==> src/rtl/keyq_pkg.sv <==
package keyq_pkg;

    localparam int KEY_W  = 7;
    localparam int BYTE_W = KEY_W + 1;

    typedef logic [BYTE_W-1:0] evt_byte_t;

    // press flag sits above the key code
    function automatic evt_byte_t pack_event(input logic [KEY_W-1:0] code,
                                             input logic pressed);
        return {pressed, code};
    endfunction

endpackage

==> src/rtl/keyq_store.sv <==
module keyq_store #(
    parameter int DEPTH  = 16,
    parameter int DATA_W = 8,
    localparam int PTR_W = $clog2(DEPTH)
) (
    input  logic              clk,
    input  logic              wr_en,
    input  logic [PTR_W-1:0]  wr_addr,
    input  logic [DATA_W-1:0] wr_data,
    input  logic [PTR_W-1:0]  rd_a_addr,
    output logic [DATA_W-1:0] rd_a_data,
    input  logic [PTR_W-1:0]  rd_b_addr,
    output logic [DATA_W-1:0] rd_b_data
);

    logic [DATA_W-1:0] slot_q [DEPTH];

    for (genvar g = 0; g < DEPTH; g++) begin : g_slot
        logic [DATA_W-1:0] slot_d;
        always_comb begin
            slot_d = slot_q[g];
            if (wr_en && (wr_addr == PTR_W'(g)))
                slot_d = wr_data;
        end
        always_ff @(posedge clk) begin
            slot_q[g] <= slot_d;
        end
    end

    always_comb begin
        rd_a_data = slot_q[rd_a_addr];
        rd_b_data = slot_q[rd_b_addr];
    end

endmodule

==> src/rtl/keyq_ctrl.sv <==
module keyq_ctrl #(
    parameter int DEPTH  = 16,
    localparam int PTR_W = $clog2(DEPTH),
    localparam int CNT_W = $clog2(DEPTH + 1)
) (
    input  logic             clk,
    input  logic             rst_n,
    input  logic             clear,
    input  logic             push_req,
    input  logic             pop_req,
    input  logic             irq_ack,
    output logic [PTR_W-1:0] head,
    output logic [CNT_W-1:0] fill,
    output logic             wr_en,
    output logic [PTR_W-1:0] wr_addr,
    output logic             kp_irq,
    output logic             err_pend,
    output logic             ovf_err
);

    typedef struct packed {
        logic [PTR_W-1:0] head;
        logic [CNT_W-1:0] fill;
        logic             kp;
        logic             errp;
        logic             ovf;
    } ctrl_t;

    ctrl_t st_q, st_d;
    logic  blocked;

    assign blocked = st_q.ovf && st_q.errp;

    always_comb begin
        st_d    = st_q;
        wr_en   = 1'b0;
        wr_addr = '0;
        if (clear) begin
            st_d.head = '0;
            st_d.fill = '0;
            st_d.kp   = 1'b0;
            st_d.errp = 1'b0;
        end else begin
            if (irq_ack) begin
                st_d.kp   = 1'b0;
                st_d.errp = 1'b0;
            end
            // consuming read is applied ahead of the push
            if (pop_req && (st_q.fill >= CNT_W'(2))) begin
                st_d.head = st_q.head + PTR_W'(1);
                st_d.fill = st_q.fill - CNT_W'(1);
            end
            if (push_req && !blocked) begin
                if (st_d.fill == CNT_W'(DEPTH)) begin
                    st_d.ovf  = 1'b1;
                    st_d.errp = 1'b1;
                end else begin
                    wr_en     = 1'b1;
                    wr_addr   = st_d.head + st_d.fill[PTR_W-1:0];
                    st_d.fill = st_d.fill + CNT_W'(1);
                    st_d.kp   = 1'b1;
                end
            end
        end
    end

    always_ff @(posedge clk or negedge rst_n) begin
        if (!rst_n) st_q <= '0;
        else        st_q <= st_d;
    end

    assign head     = st_q.head;
    assign fill     = st_q.fill;
    assign kp_irq   = st_q.kp;
    assign err_pend = st_q.errp;
    assign ovf_err  = st_q.ovf;

    assert_fill_bound_R3: assert property (@(posedge clk) disable iff (!rst_n)
        fill <= CNT_W'(DEPTH));

    assert_push_sets_irq_R2: assert property (@(posedge clk) disable iff (!rst_n)
        (push_req && !(ovf_err && err_pend) && !pop_req && !clear &&
         fill < CNT_W'(DEPTH)) |=> (kp_irq && fill == $past(fill) + CNT_W'(1)));

    assert_full_push_R3: assert property (@(posedge clk) disable iff (!rst_n)
        (push_req && !(ovf_err && err_pend) && !pop_req && !clear &&
         fill == CNT_W'(DEPTH)) |=> (ovf_err && err_pend && fill == CNT_W'(DEPTH)));

    assert_blocked_push_R4: assert property (@(posedge clk) disable iff (!rst_n)
        (push_req && ovf_err && err_pend && !pop_req && !clear) |=> $stable(fill));

    assert_short_pop_R5: assert property (@(posedge clk) disable iff (!rst_n)
        (pop_req && fill <= CNT_W'(1) && !push_req && !clear)
        |=> ($stable(head) && $stable(fill)));

    assert_pop_step_R6: assert property (@(posedge clk) disable iff (!rst_n)
        (pop_req && fill >= CNT_W'(2) && !push_req && !clear)
        |=> (fill == $past(fill) - CNT_W'(1) && head == $past(head) + PTR_W'(1)));

    assert_clear_R8: assert property (@(posedge clk) disable iff (!rst_n)
        clear |=> (fill == '0 && head == '0 && !kp_irq && !err_pend));

    assert_ovf_sticky_R11: assert property (@(posedge clk) disable iff (!rst_n)
        ovf_err |=> ovf_err);

endmodule

==> src/rtl/key_event_queue.sv <==
module key_event_queue #(
    parameter int DEPTH  = 16,
    parameter int IDX_W  = 8,
    localparam int PTR_W = $clog2(DEPTH),
    localparam int CNT_W = $clog2(DEPTH + 1)
) (
    input  logic                      clk,
    input  logic                      rst_n,
    input  logic                      clear,
    input  logic                      push_stb,
    input  logic                      key_ok,
    input  logic [keyq_pkg::KEY_W-1:0] key_code,
    input  logic                      key_pressed,
    input  logic                      pop_stb,
    output logic [keyq_pkg::BYTE_W-1:0] pop_data,
    input  logic [IDX_W-1:0]          peek_idx,
    output logic [keyq_pkg::BYTE_W-1:0] peek_data,
    input  logic                      irq_ack,
    output logic [CNT_W-1:0]          count,
    output logic                      kp_irq,
    output logic                      err_pend,
    output logic                      ovf_err
);
    import keyq_pkg::*;

    logic [PTR_W-1:0] head;
    logic [CNT_W-1:0] fill;
    logic             wr_en;
    logic [PTR_W-1:0] wr_addr;
    logic [PTR_W-1:0] pop_addr, peek_addr;
    evt_byte_t        pop_raw, peek_raw;
    logic             push_req;
    logic             peek_hit;

    assign push_req = push_stb && key_ok;

    keyq_ctrl #(.DEPTH(DEPTH)) ctrl_i (
        .clk      (clk),
        .rst_n    (rst_n),
        .clear    (clear),
        .push_req (push_req),
        .pop_req  (pop_stb),
        .irq_ack  (irq_ack),
        .head     (head),
        .fill     (fill),
        .wr_en    (wr_en),
        .wr_addr  (wr_addr),
        .kp_irq   (kp_irq),
        .err_pend (err_pend),
        .ovf_err  (ovf_err)
    );

    assign pop_addr  = head + PTR_W'(1);
    assign peek_addr = head + peek_idx[PTR_W-1:0];

    keyq_store #(.DEPTH(DEPTH), .DATA_W(BYTE_W)) store_i (
        .clk       (clk),
        .wr_en     (wr_en),
        .wr_addr   (wr_addr),
        .wr_data   (pack_event(key_code, key_pressed)),
        .rd_a_addr (pop_addr),
        .rd_a_data (pop_raw),
        .rd_b_addr (peek_addr),
        .rd_b_data (peek_raw)
    );

    always_comb begin
        peek_hit  = (32'(peek_idx) < 32'(fill));
        pop_data  = (fill >= CNT_W'(2)) ? pop_raw : '0;
        peek_data = peek_hit ? peek_raw : '0;
        count     = fill;
    end

    assert_pop_zero_R5: assert property (@(posedge clk) disable iff (!rst_n)
        (count <= CNT_W'(1)) |-> (pop_data == '0));

    assert_peek_range_R7: assert property (@(posedge clk) disable iff (!rst_n)
        (32'(peek_idx) >= 32'(count)) |-> (peek_data == '0));

endmodule

==> config.mk <==
export PLATFORM = sky130hd
export DESIGN_NAME = key_event_queue
export DESIGN_NICKNAME = d
export VERILOG_FILES = /design/src/rtl/keyq_pkg.sv /design/src/rtl/keyq_store.sv /design/src/rtl/keyq_ctrl.sv /design/src/rtl/key_event_queue.sv
export SDC_FILE = /design/constraint.sdc
export NUM_CORES = 1
export LEC_CHECK = 0
export BUFFER_PORTS_ARGS = -buffer_cell sky130_fd_sc_hd__buf_4
export CORE_UTILIZATION = 40
export DETAILED_ROUTE_END_ITERATION = 16
export PLACE_DENSITY = 0.54
export SKIP_LAST_GASP = 1
export SYNTH_ARGS = -nofsm -noshare
export SYNTH_HDL_FRONTEND = slang
export SYNTH_HIERARCHICAL = 1
export SYNTH_SLANG_ARGS = --single-unit
==> constraint.sdc <==
create_clock -name clk -period 5.2 [get_ports clk]
set_input_delay 0.78 -clock clk [delete_from_list [all_inputs] [get_ports clk]]
set_output_delay 0.78 -clock clk [all_outputs]
set_load 0.005 [all_outputs]
=== Word-level counts from Yosys, hierarchy flattened ===
Memory sizes are Yosys's and may differ from the RTL's.
Cells that the tools add are included.

* Add/sub/neg operators: 5
* Magnitude comparators: 2
* Eq/ne operators: 32
* Mux-type cells: 76
* Bitwise gates (word level): 1
* Reduce and logical (&&, ||, !) cells: 38

{| class="wikitable"
|+ Operator list
! cell !! count
|-
| 8-bit two-way mux || 34
|-
| 8-bit OR reduction || 15
|-
| 4-bit two-way mux || 18
|-
| 4-bit == test, second input constant || 8
|-
| 1-bit logical AND || 20
|-
| 1-bit two-way mux || 18
|-
| 9-bit two-way mux || 2
|-
| 4-bit by 3-bit == test with 1-bit output, second input constant || 4
|-
| 1-bit != test, second input constant || 16
|-
| 11-bit two-way mux || 1
|-
| 4-bit adder || 2
|-
| 4-bit by 2-bit == test with 1-bit output, second input constant || 2
|-
| 8-bit by 5-bit less-than comparator with 1-bit output || 1
|-
| 6-bit two-way mux || 1
|-
| 5-bit by 1-bit adder with 5-bit output, second input constant || 1
|-
| 5-bit == test, second input constant || 1
|-
| 5-bit by 2-bit >= comparator with 1-bit output, second input constant || 1
|-
| 5-bit by 1-bit subtractor with 5-bit output, second input constant || 1
|-
| 4-bit by 1-bit adder with 4-bit output, second input constant || 1
|-
| 4-bit by 1-bit == test with 1-bit output, second input constant || 1
|-
| 4-bit zero test || 1
|-
| 2-bit two-way mux || 2
|-
| 3-bit AND reduction || 1
|-
| 1-bit zero test || 1
|-
| 1-bit inverter || 1
|}

* Flip-flop bits (word level): 12
* RAM bits: 128
* Logic and storage cells: 160
* Memories: 1

{| class="wikitable"
|+ Memory list
! memory !! depth !! width !! read ports !! clocked after memory_dff !! write ports !! RTL line !! RTL
|-
| store_i.slot_q || 16 || 8 || 2 || 0 || 1 || keyq_store.sv:16 || <nowiki>logic [DATA_W-1:0] slot_q [DEPTH];</nowiki>
|}

=== Logic depth before layout (Yosys ltp) ===
* Word-level depth: 27
* Mapped depth: 16
* Depth with buffers taken out: 14

=== Hierarchy ===
Netlist, hierarchy kept.

{| class="wikitable"
|+ Modules (own cells, without submodules)
! module !! instances !! cells each !! area each (um^2) !! sequential area each (um^2)
|-
| keyq_store || 1 || 291 || 6,024.5 || 3,843.7
|-
| keyq_ctrl || 1 || 117 || 1,028.5 || 300.3
|-
| key_event_queue || 1 || 66 || 509.2 || 0.0
|}

=== Worst setup path before layout ===
OpenSTA, ideal clock, no wires.

* Path kind: register -> register
* From: register ctrl_i.st_q (netlist bit ctrl_i/fill[0])
* To: memory store_i.slot_q[0][0], enable pin
* Setup time: 0.383 ns
* Data arrival time: 4.106 ns
* Data required time: 4.817 ns
* Path slack: 0.711 ns
* Cell stages (with the launch flop): 17
* Buffers on the path: 2
* Clock period less this slack: 4.489 ns
* Cell sequence: dfrtp_1 > clkbuf_1 > inv_1 > ha_1 > or4_1 > buf_6 > o21ai_2 > nor2_1 > xor2_1 > ha_1 > nand3_1 > a221oi_1 > a211o_1 > o21ai_0 > a21oi_1 > or3b_2 > nor3_1

* Longest elaborated chain between the ends: 27

{| class="wikitable"
|+ Ends and longest elaborated chain
! element !! RTL line !! RTL
|-
| from (decl) || keyq_ctrl.sv:29 || <nowiki>ctrl_t st_q, st_d;</nowiki>
|-
| from (signal assigned) || keyq_ctrl.sv:69 || <nowiki>else st_q <= st_d;</nowiki>
|-
| 5-bit by 2-bit >= comparator with 1-bit output || keyq_ctrl.sv:49 || <nowiki>if (pop_req && (st_q.fill >= CNT_W'(2))) begin</nowiki>
|-
| 1-bit logical AND || keyq_ctrl.sv:49 ||
|-
| 9-bit two-way mux * || keyq_ctrl.sv:49 ||
|-
| 9-bit two-way mux * || keyq_ctrl.sv:38 || <nowiki>if (clear) begin</nowiki>
|-
| 4-bit adder or 5-bit == test (tied branches) || keyq_ctrl.sv:59, keyq_ctrl.sv:54 ||
|-
| 4-bit two-way mux * || keyq_ctrl.sv:54 || <nowiki>if (st_d.fill == CNT_W'(DEPTH)) begin</nowiki>
|-
| 4-bit two-way mux * || keyq_ctrl.sv:53 || <nowiki>if (push_req && !blocked) begin</nowiki>
|-
| 4-bit two-way mux * || keyq_ctrl.sv:38 ||
|-
| net wr_addr[3] || key_event_queue.sv:29 || <nowiki>logic [PTR_W-1:0] wr_addr;</nowiki>
|-
| 4-bit by 1-bit == test with 1-bit output || keyq_store.sv:22 || <nowiki>if (wr_en && (wr_addr == PTR_W'(g)))</nowiki>
|-
| 1-bit logical AND || keyq_store.sv:22 ||
|-
| 1-bit != test (no source line) || - ||
|-
| 8-bit OR reduction (no source line) || - ||
|-
| 4-bit two-way mux (no source line) or 1-bit two-way mux (tied branches) (15 in a row) || - ||
|-
| to (decl) || keyq_store.sv:16 ||
|}

Mark *: on every way through the listed nets, which the timed path passes. The rest lies on a longest branch. The select of a mux whose other input is x is not followed.

=== Worst setup path in the final report ===
* From: register ctrl_i.st_q (netlist bit ctrl_i/head[0])
* To: output peek_data[0] (netlist bit)

* Longest elaborated chain between the ends: 3

{| class="wikitable"
|+ Ends and longest elaborated chain
! element !! RTL line !! RTL
|-
| 4-bit adder || key_event_queue.sv:54 || <nowiki>assign peek_addr = head + peek_idx[PTR_W-1:0];</nowiki>
|-
| net peek_addr[1] || key_event_queue.sv:30 || <nowiki>logic [PTR_W-1:0] pop_addr, peek_addr;</nowiki>
|-
| memory 16 x 8 bit || - ||
|-
| net peek_raw[0] || key_event_queue.sv:31 || <nowiki>evt_byte_t pop_raw, peek_raw;</nowiki>
|-
| 8-bit two-way mux || key_event_queue.sv:70 || <nowiki>peek_data = peek_hit ? peek_raw : '0;</nowiki>
|-
| to (decl) || key_event_queue.sv:17 || <nowiki>output logic [keyq_pkg::BYTE_W-1:0] peek_data,</nowiki>
|}

The timed path passes the listed nets, and every way through them passes these cells.

==> out/qor.csv <==
stage;metric;value;unit
outcome;status;finished, final reports clean;
setup_path;cp.arrival;3.87;ns
setup_path;crit_path_frequent_cell;inv_1;
power_and_ir_drop;swShare;0.319;
clocking;cts_sinks;140;
routing;drtIter0Drc;332;
power_and_ir_drop;p_comb_frac;0.325;
power_and_ir_drop;switchingPower;0.00118;W
floorplan;core_area;18300;µm²
synth;ys_seq_area_frac;0.548;
setup_path;reg2regPathDepth;14;
sta;min_period;4.65;ns
power_and_ir_drop;p_per_area;422;nW/µm²
routing;dr_total_vias;4664;
power_and_ir_drop;seqPwrFrac;0.354;
synth;yosysWarnings;6;
layout;fillers;1553;
power_and_ir_drop;cellLeakagePower;3.12;nW
sta;finalHoldViolations;0;
grt;grt_pass1_vias;4771;
setup_path;critical-path-max-stage-delay;0.63;ns
layout;layout-drive-gt1-share;0.270;
synth;yosys.area.top_type;edfxtp_1;
routing;viasPerCell;5.99;
floorplan;initial_core_util;0.414;
synth;synth_ff_type;edfxtp_1;
routing;drc;0;
sta;skew;0.00517;ns
placement;post-dp-hpwl;14000;µm
sta;rsz0062_at_grt;false;
job;max_cap_violations;0;
clocking;clkLatencyLatePin;0.41;ns
placement;place_ws;0.708;ns
synth;synth_area_leaders;edfxtp_1, mux4_2, mux4_1;
grt;grtUsageTotal;0.210;
floorplan;ios;47;
setup_path;crit_slowest_cell;dfrtp_1;
layout;multi_input_area;3140;µm²
synth;postSynthNetCount;512;
clocking;cts_root_buffer;clkbuf_16;
synth;synth_edf_count;128;
sta;report.final.slew_viol_count;0;
synth;avgSynthCellArea;16.0;µm²
synth;synth.cell_area;7560;µm²
layout;finalNetCount;574;
layout;ff_latch_area;4140;µm²
setup_path;critPathLaunchType;flop;
setup_path;r2r_slack;0.63;ns
grt;antenna_found_initial;0;
layout;area_delta_synth_final;15.9;%
setup_path;critical-path-top-delay-family;buffers and inverters;
synth;yosys_register_bits;140;
setup_path;cp_data_required_time;4.42;ns
clocking;cts_buffers;17;
power_and_ir_drop;p_clk_frac;0.321;
grt;grt_overflow;0;
routing;avgRoutedWirePerCell;25.2;µm
floorplan;chipHeight;139;µm
setup_path;path_buf_inv;3;
setup_path;reg2reg_to;store_i/slot_q[9][3]$_DFFE_PP_;
setup_path;crit_fanout;14;
synth;yosysTopAreaCellShare;0.508;
power_and_ir_drop;ir_drop;0.000205;V
synth;synth.distinct_cells;59;
clocking;cts.reportedPaths.clkPinSlew;0.06;ns
sta;tightest_slew;0.869;ns
grt;grt_pass1_wl;29000;µm
clocking;cts_tree;built;
clocking;clockBufferDepth;2;
clocking;htreeDepth;4;
setup_path;endpoint_kind;output port;
layout;antennaDiodeCount;0;
placement;portBuffers;46;
routing;drt_wl_total;19600;µm
floorplan;die_area;19500;µm²
sta;setup_ws;0.548;ns
clocking;post_cts_buffers;0;
placement;gp_congestion;0.866;
routing;dr.pass1.iters;4;
sta;period_share;0.895;
sta;tns;0;ns
clocking;cts-resized-gates;0;
grt;grt_max_degree;22;
setup_path;crit_chain;ha_2 -> inv_1 -> fa_1 -> inv_1 -> mux4_4 -> a22oi_1 -> nand2_1 -> nand4b_1 -> o21ai_0 -> buf_4;
sta;slew_headroom;0.419;
setup_path;worst-setup-path-type;flop to output port;
sta;max_freq;215;MHz
routing;ant_nets;0;
synth;syn_inst;474;
synth;async_flop_share;0.0857;
floorplan;dieWidth;139;µm
setup_path;reg2reg_from;ctrl_i/fill[0]$_DFF_PN0_;
sta;finalSetupViolCount;0;
clocking;postCtsHoldBufs;0;
layout;finalInstanceArea;8770;µm²
placement;placed_area;8180;µm²
min_path;hold_path_class;primary input to async pin;
power_and_ir_drop;intPower;0.00252;W
floorplan;rows;49;
## worst max-delay path by stage
stage | startpoint | endpoint | cells past startpoint
2_1_floorplan | ctrl_i/fill[0]$_DFF_PN0_ | store_i/slot_q[0][0]$_DFFE_PP_ | 16
4_1_cts | ctrl_i/head[0]$_DFF_PN0_ | peek_data[2] | 10
3_3_place_gp | ctrl_i/fill[0]$_DFF_PN0_ | store_i/slot_q[6][5]$_DFFE_PP_ | 13
3_5_place_dp | ctrl_i/fill[0]$_DFF_PN0_ | store_i/slot_q[9][5]$_DFFE_PP_ | 14
6_report | ctrl_i/head[0]$_DFF_PN0_ | peek_data[0] | 10
5_1_grt | ctrl_i/head[0]$_DFF_PN0_ | peek_data[2] | 10
## cell families (layout without fill, tap and decap cells)
| group | count (synthesis) | count (layout) | share of synthesized area |
|---|---|---|---|
| DFF | 140 | 140 | 0.548 |
| and+or+nand+nor | 122 | 122 | 0.0910 |
| AOI/OAI and AO/OA | 69 | 69 | 0.0685 |
| muxes | 67 | 67 | 0.209 |
| buffers and inverters | 45 | 120 | 0.0371 |
| xor gates and xnor gates | 16 | 16 | 0.0205 |
| adders and majority gates | 15 | 15 | 0.0258 |
## cells in the mapped netlist (all sizes together) (4+ instances only)
library cell	count
nor2b	11
xor2	7
nor2	28
inv	18
and2	4
buf	17
ha	14
nor3	7
clkdlybuf4s25	6
clkbuf	4
mux4	64
nand3	4
edfxtp	128
dfrtp	12
nand2b	9
a22oi	32
xnor2	8
nand4b	8
nand2	27
a21oi	4
nand3b	12
o21ai	11
## sequential cells by signal (all words and copies together), names as in the netlist
name,flops
ctrl_i/kp_irq,1
ctrl_i/fill,5
ctrl_i/err_pend,1
ctrl_i/ovf_err,1
ctrl_i/head,4
store_i/slot_q,128
## routing by layer
metal  global-route usage  vias up  part of all wire
li1                     -     2073                 -
met1                0.268     2409              0.42
met2                0.347      156              0.50
met3               0.0499       26             0.053
met4               0.0865        0             0.025
met5                    0        -                 0
## power by group through the flow
stage	combinational [W]	sequential (W)	clock (W)
after floorplan	0.000810	0.00132	0
after global placement	0.00118	0.00133	0
after detailed placement	0.00119	0.00133	0
after CTS	0.00120	0.00131	0.00121
after global routing	0.00129	0.00131	0.00126
final	0.00120	0.00131	0.00119
## per-stage QoR
stage	cells	hold WS [ns]	util	total power (W)
2_1_floorplan	474	0.484	-	0.00213
3_3_place_gp	746	0.523	0.448	0.00251
3_5_place_dp	746	0.537	0.448	0.00252
4_1_cts	778	0.189	0.480	0.00372
5_1_grt	778	0.198	0.480	0.00386
6_report	778	0.200	0.480	0.00370
## worst reg2reg max path, delay by kind of cell, from the launching register on
family / cells / cell delay, ns
adder cells (fa/ha/maj): 2 / 0.61
AO/OA/AOI/OAI: 4 / 1.06
flip-flops: 1 / 0.53
buffers and inverters: 2 / 0.39
AND/OR/NAND/NOR: 6 / 1.68
## cells in the final DEF (no fill, tap or decap), drive strengths merged, types with 2 or more instances in the layout
| cell type | count |
|---|---|
| xor2 | 7 |
| o211ai | 2 |
| edfxtp | 128 |
| bufinv | 2 |
| and2b | 2 |
| mux2i | 3 |
| nor4b | 2 |
| nor4 | 2 |
| ha | 14 |
| clkbuf | 17 |
| o21ai | 11 |
| o2111ai | 2 |
| nor3 | 7 |
| nand2b | 9 |
| nand3 | 4 |
| buf | 70 |
| nand3b | 12 |
| clkinvlp | 3 |
| a211oi | 3 |
| nand4b | 8 |
| xnor2 | 8 |
| or3 | 2 |
| nor2b | 11 |
| mux4 | 64 |
| nand2 | 27 |
| a21oi | 4 |
| nor2 | 28 |
| a211o | 2 |
| dfrtp | 12 |
| a22oi | 32 |
| inv | 21 |
| and2 | 4 |
| clkinv | 7 |
| a2bb2oi | 3 |
## area by class of cell
type	instances	share of cell area
Tap cell	229	0.0327
Clock buffer	17	0.0485
Sequential cell	140	0.473
Clock inverter	15	0.0190
Inverter	18	0.00771
Timing Repair Buffer	70	0.0614
Multi-Input combinational cell	289	0.358
(Power assumes the default switching activity.)
